[src/rtl/oll_pkg.sv]
package oll_pkg;

    typedef enum logic [1:0] {
        BT_IDLE  = 2'd0,
        BT_BLANK = 2'd1,
        BT_ARMED = 2'd2
    } blank_state_e;

    typedef enum logic [1:0] {
        CH_OFF     = 2'd0,
        CH_ON      = 2'd1,
        CH_TRIPPED = 2'd2
    } chan_state_e;

endpackage

[src/rtl/oll_blank_timer.sv]
module oll_blank_timer
    import oll_pkg::*;
#(
    parameter int BLANK_CYC = 8000
) (
    input  logic clk,
    input  logic rst_n,
    input  logic load,
    output logic blanking
);
    localparam int CW = (BLANK_CYC < 2) ? 1 : $clog2(BLANK_CYC);
    localparam logic [CW-1:0] CNT_START = CW'(BLANK_CYC - 1);

    blank_state_e state_q, state_d;
    logic [CW-1:0] cnt_q;

    // next-state logic: START, RESTART, EXPIRE, HOLD
    always_comb begin
        state_d = state_q;
        unique case (state_q)
            BT_IDLE:  if (load) state_d = BT_BLANK;
            BT_BLANK: begin
                if (load)            state_d = BT_BLANK;
                else if (cnt_q == '0) state_d = BT_ARMED;
            end
            BT_ARMED: if (load) state_d = BT_BLANK;
            default:  state_d = BT_IDLE;
        endcase
    end

    // state register
    always_ff @(posedge clk or negedge rst_n) begin
        if (!rst_n) state_q <= BT_IDLE;
        else        state_q <= state_d;
    end

    // interval counter
    always_ff @(posedge clk or negedge rst_n) begin
        if (!rst_n)                              cnt_q <= '0;
        else if (load)                           cnt_q <= CNT_START;
        else if (state_q == BT_BLANK && cnt_q != '0) cnt_q <= cnt_q - 1'b1;
    end

    // outputs
    always_comb begin
        blanking = (state_q == BT_BLANK);
    end

    assert_count_bound_R7: assert property (@(posedge clk) disable iff (!rst_n)
        load |=> (state_q == BT_BLANK && cnt_q == CNT_START));

    assert_expire_only_from_zero_R3: assert property (@(posedge clk) disable iff (!rst_n)
        (state_q == BT_BLANK && cnt_q != '0 && !load) |=> state_q == BT_BLANK);

    assert_idle_until_load_R1: assert property (@(posedge clk) disable iff (!rst_n)
        (state_q == BT_IDLE && !load) |=> state_q == BT_IDLE);

endmodule

[src/rtl/oll_chan_cell.sv]
module oll_chan_cell
    import oll_pkg::*;
(
    input  logic clk,
    input  logic rst_n,
    input  logic load,
    input  logic cmd_bit,
    input  logic fault,
    input  logic blanking,
    output logic gate,
    output logic tripped
);
    chan_state_e st_q, st_d;

    // next-state logic: LOAD_ON, LOAD_OFF, TRIP
    always_comb begin
        st_d = st_q;
        if (load) begin
            st_d = cmd_bit ? CH_OFF : CH_ON;
        end else begin
            unique case (st_q)
                CH_OFF:     st_d = CH_OFF;
                CH_ON:      if (fault && !blanking) st_d = CH_TRIPPED;
                CH_TRIPPED: st_d = CH_TRIPPED;
                default:    st_d = CH_OFF;
            endcase
        end
    end

    // state register
    always_ff @(posedge clk or negedge rst_n) begin
        if (!rst_n) st_q <= CH_OFF;
        else        st_q <= st_d;
    end

    // outputs
    always_comb begin
        gate    = (st_q == CH_ON);
        tripped = (st_q == CH_TRIPPED);
    end

    assert_no_trip_in_blank_R3: assert property (@(posedge clk) disable iff (!rst_n)
        (blanking && !load && st_q == CH_ON) |=> st_q == CH_ON);

    assert_off_ignores_fault_R9: assert property (@(posedge clk) disable iff (!rst_n)
        (st_q != CH_ON && !load) |=> st_q == $past(st_q));

    assert_trip_when_armed_R4: assert property (@(posedge clk) disable iff (!rst_n)
        (st_q == CH_ON && fault && !blanking && !load) |=> st_q == CH_TRIPPED);

endmodule

[src/rtl/octal_out_latch.sv]
module octal_out_latch
    import oll_pkg::*;
#(
    parameter int NCH       = 8,
    parameter int BLANK_CYC = 8000
) (
    input  logic           clk,
    input  logic           rst_n,
    input  logic [NCH-1:0] cmd_word,
    input  logic           cmd_load,
    input  logic [NCH-1:0] fault_in,
    output logic [NCH-1:0] gate_en,
    output logic [NCH-1:0] fault_stat
);
    logic blanking;

    oll_blank_timer #(.BLANK_CYC(BLANK_CYC)) u_timer (
        .clk      (clk),
        .rst_n    (rst_n),
        .load     (cmd_load),
        .blanking (blanking)
    );

    for (genvar i = 0; i < NCH; i++) begin : g_ch
        oll_chan_cell u_cell (
            .clk      (clk),
            .rst_n    (rst_n),
            .load     (cmd_load),
            .cmd_bit  (cmd_word[i]),
            .fault    (fault_in[i]),
            .blanking (blanking),
            .gate     (gate_en[i]),
            .tripped  (fault_stat[i])
        );
    end

    assert_load_applies_R2: assert property (@(posedge clk) disable iff (!rst_n)
        cmd_load |=> gate_en == ~$past(cmd_word));

    assert_load_clears_stat_R8: assert property (@(posedge clk) disable iff (!rst_n)
        cmd_load |=> fault_stat == '0);

    assert_no_turn_on_without_load_R6: assert property (@(posedge clk) disable iff (!rst_n)
        !cmd_load |=> (gate_en & ~$past(gate_en)) == '0);

    assert_only_faulted_change_R5: assert property (@(posedge clk) disable iff (!rst_n)
        !cmd_load |=> ((gate_en ^ $past(gate_en)) & ~$past(fault_in)) == '0);

    assert_stat_sticky_R8: assert property (@(posedge clk) disable iff (!rst_n)
        !cmd_load |=> (fault_stat & $past(fault_stat)) == $past(fault_stat));

endmodule

[config.mk]
export PLATFORM = sky130hd
export DESIGN_NAME = octal_out_latch
export DESIGN_NICKNAME = d
export VERILOG_FILES = /design/src/rtl/oll_pkg.sv /design/src/rtl/oll_blank_timer.sv /design/src/rtl/oll_chan_cell.sv /design/src/rtl/octal_out_latch.sv
export SDC_FILE = /design/constraint.sdc
export NUM_CORES = 1
export LEC_CHECK = 0
export ABC_CLOCK_PERIOD_IN_PS = 6750
export BUFFER_PORTS_ARGS = -buffer_cell sky130_fd_sc_hd__buf_2
export CORE_UTILIZATION = 59
export CTS_CLUSTER_SIZE = 40
export DETAILED_ROUTE_END_ITERATION = 10
export GPL_ROUTABILITY_DRIVEN = 1
export GPL_TIMING_DRIVEN = 0
export PLACE_DENSITY = 0.8
export SYNTH_ARGS = -nofsm -noshare
export SYNTH_HDL_FRONTEND = slang
export SYNTH_HIERARCHICAL = 1
export SYNTH_SLANG_ARGS = --single-unit
[constraint.sdc]
create_clock -name clk -period 6.75 [get_ports clk]
set_clock_uncertainty 0.15 [all_clocks]
set_input_delay 0.3375 -clock clk [delete_from_list [all_inputs] [get_ports clk]]
set_output_delay 0.3375 -clock clk [all_outputs]
set_load 0.03 [all_outputs]
==> results by group <==
Critical path
  – Reg2reg setup slack: 3.83 ns
  – Worst reg2reg path depth: 4
  – CP arrival: 2.99 ns
  – Endpoint class of the critical path: register
  – Kind of critical path: register to register
  – Crit-path max FO: 12
  – Worst R2R End: u_timer/cnt_q[6]
  – Worst path max stage delay: 1.00 ns
  – Type of origin of the critical path: register
  – CP cell instances: nor2b_1, nand3_1, nor4_1, mux2_2
  – Worst Path Required: 6.81 ns
  – CP max stage cell: nor2b_1
  – R2r startpoint: u_timer/state_q[0]

Min path
  – Worst Hold Class: input pin to register
  – Hold Path Origin: cmd_word[0]
  – Hold Crit Endpoint: g_ch[0].u_cell/st_q[0]
  – Hold depth: 3

Yosys
  – Mapped cell area: 0.00186 mm^2
  – Synthesized area per cell: 9.84 um^2
  – Ys Warns: 6
  – Mapped Cells: 189
  – Area leader, netlist: dfrtp_1
  – Proportion of netlist area held by the largest area contributor: 41.7%
  – Post-synth cell types: 27
  – Dominant cells by area after synthesis: dfrtp_1, ha_1, mux2_4, o31ai_1, inv_1
  – Seq cells post-synth: 31
  – Mapped Nets: 226
  – Sequential share of the synthesized area: 41.7%

Power and ir drop
  – Gate power share: 23.0%
  – Worst VDD drop: 0.146 mV
  – Clk pwr share: 24.4%
  – Int Pwr: 267 uW
  – PD cells: 180 mW/mm^2
  – Final Power: 386 uW
  – Switching share of power: 30.7%
  – Switch Pwr: 118 uW
  – Reg power frac: 52.5%
  – Leakage: 0.00103 uW

Route
  – DR WL/cell: 13.0 um
  – Post-route ant nets: 0
  – Pre-antenna DRT Iters: 4
  – # DRC: 0
  – DR vias/cell: 5.28
  – Via count: 1446
  – Starting DRT DRC Count: 28
  – Total wire length: 3560 um

Place
  – DP HPWL: 2540 um
  – Port buffer count: 34
  – GP Congestion: 0.812

Floorplanning
  – Chip width: 58.2 um
  – Area of the die: 0.00338 mm^2
  – Die Span Y: 58.2 um
  – # IOs: 35
  – Starting Density: 61.4%
  – Core ar.: 0.00303 mm^2
  – Cell Rows: 20

CTS
  – CTS Buf Count: 5
  – H-tree depth: 2
  – Worst skew pair latency: 0.32 ns
  – Clock Tree Buf Depth: 2
  – CTS tree: yes
  – Clk sinks: 31
  – Resized Gates After CTS: 0
  – Root buffer cell: clkbuf_4
  – Postcts setup bufs: 0
  – Clock-pin slew on the worst setup and hold paths: 0.09 ns
  – Hold_buf cts: 1

Flow run
  – # Max-Cap Violations: 0

Run status
  – Outcome: finished, final reports clean

Timing
  – Clock period minus worst slack: 2.92 ns
  – Tcrit/Tclk final: 43.3%
  – Hold Violations, Final: 0
  – Slew headroom: 15.0%
  – Max Slew Vio Count: 0
  – Unrepaired setup endpoints after global routing: false
  – Max Freq: 342 MHz
  – Setup TNS Final: 0 ns
  – Worst-Margin Slew: 1.27 ns
  – Final setup viols: 0

Finish
  – Most common cell after layout, fill and taps aside: buf_2
  – Diode count: 0
  – Most frequent cells in the layout: buf_2, dfrtp_1, inv_1
  – Layout Area Growth over Synthesis: 14.9%
  – Ratio of cells with drive above 1 in the final layout: 25.2%
  – Nets: 268

Global routing
  – Total global-route track usage: 24.6%
  – Pin count of the biggest net entering global routing: 36
  – Total global routing overflow: 0
  – Global-route wire length before repair: 6290 um
  – Number of global-route vias before repair: 1472
  – Initial antenna violation count: 0
==> power by group through the flow <==
stage	clock network, uW	registers, uW	logic [uW]
after CTS	98.9	203	90.0
after global routing	105	204	99.1
after global placement	0	205	83.9
final	94.2	203	88.8
after detailed placement	0	206	88.6
after floorplan	0	204	65.5
==> registers in the layout (all words and copies together) (netlist names) <==
register / cells
u_timer/state_q: 2
u_timer/cnt_q: 13
g_ch.u_cell/st_q: 16
==> metrics by stage <==
step           setup WS [ns]  hold WS [ns]  instances  util [%]  instance area, um^2
2_1_floorplan           4.44        -0.108        189         -                 1860
3_3_place_gp            3.88         0.262        267      68.9                 2090
3_5_place_dp            3.85         0.270        267      68.9                 2090
4_1_cts                 3.81        0.0961        274      70.6                 2140
5_1_grt                 3.63         0.117        274      70.6                 2140
6_report                3.83         0.114        274      70.6                 2140
==> kinds of logic after synthesis <==
kind of cell | count (synthesis) | share of synthesized area [%]
AO/OA/AOI/OAI | 30 | 11.8
flip-flops | 31 | 41.7
AND/OR/NAND/NOR | 67 | 19.4
multiplexers | 12 | 8.68
adder cells (fa/ha/maj) | 18 | 12.1
buffers and inverters | 31 | 6.32
==> cells in the mapped netlist (all sizes together) <==
library cell,instances
a22oi,1
o31ai,14
or3,4
nor2,25
nor4b,1
mux2,9
inv,27
ha,18
nand2,2
clkbuf,3
nor3,2
or4,7
mux2i,3
buf,1
o21ai,11
and4b,1
nand2b,10
dfrtp,31
nand3,7
or4b,1
a21oi,3
o211ai,1
nor2b,5
nor4,2
==> worst max path at each step <==
stage	startpoint	end	slack (ns)	cells after the start
final	u_timer/state_q[0]	u_timer/cnt_q[6]	3.83	4
after global routing	u_timer/state_q[0]	u_timer/cnt_q[6]	3.63	4
after CTS	u_timer/state_q[0]	u_timer/cnt_q[6]	3.81	4
after detailed placement	u_timer/state_q[0]	u_timer/cnt_q[6]	3.85	4
after global placement	u_timer/state_q[0]	u_timer/cnt_q[6]	3.88	4
after floorplan	u_timer/state_q[0]	u_timer/cnt_q[6]	4.44	4
==> area by class of cell <==
| class | count | area [um^2] |
|---|---|---|
| fillers | 239 | 891 |
| plain buffers | 4 | 16.3 |
| inverters | 27 | 101 |
| repair buffers | 35 | 180 |
| flip-flops and latches | 31 | 776 |
| clock buffers | 6 | 41.3 |
| multi-input cells | 127 | 967 |
| well taps | 44 | 55.1 |
==> per-layer routing <==
| metal | wire (um) | track usage (%) |
|---|---|---|
| met2 | 1840 | 42.0 |
| met3 | 107 | 6.03 |
| met4 | 50 | 8.16 |
| met5 | 0 | 0 |
| met1 | 1560 | 30.6 |
==> critical path: cells and delay by family, from the launching register on <==
kind | cells | cell delay (ns)
flip-flops | 1 | 0.41
multiplexers | 1 | 0.37
AND/OR/NAND/NOR | 3 | 1.88
No activity file was read; power rests on OpenSTA's default activity.
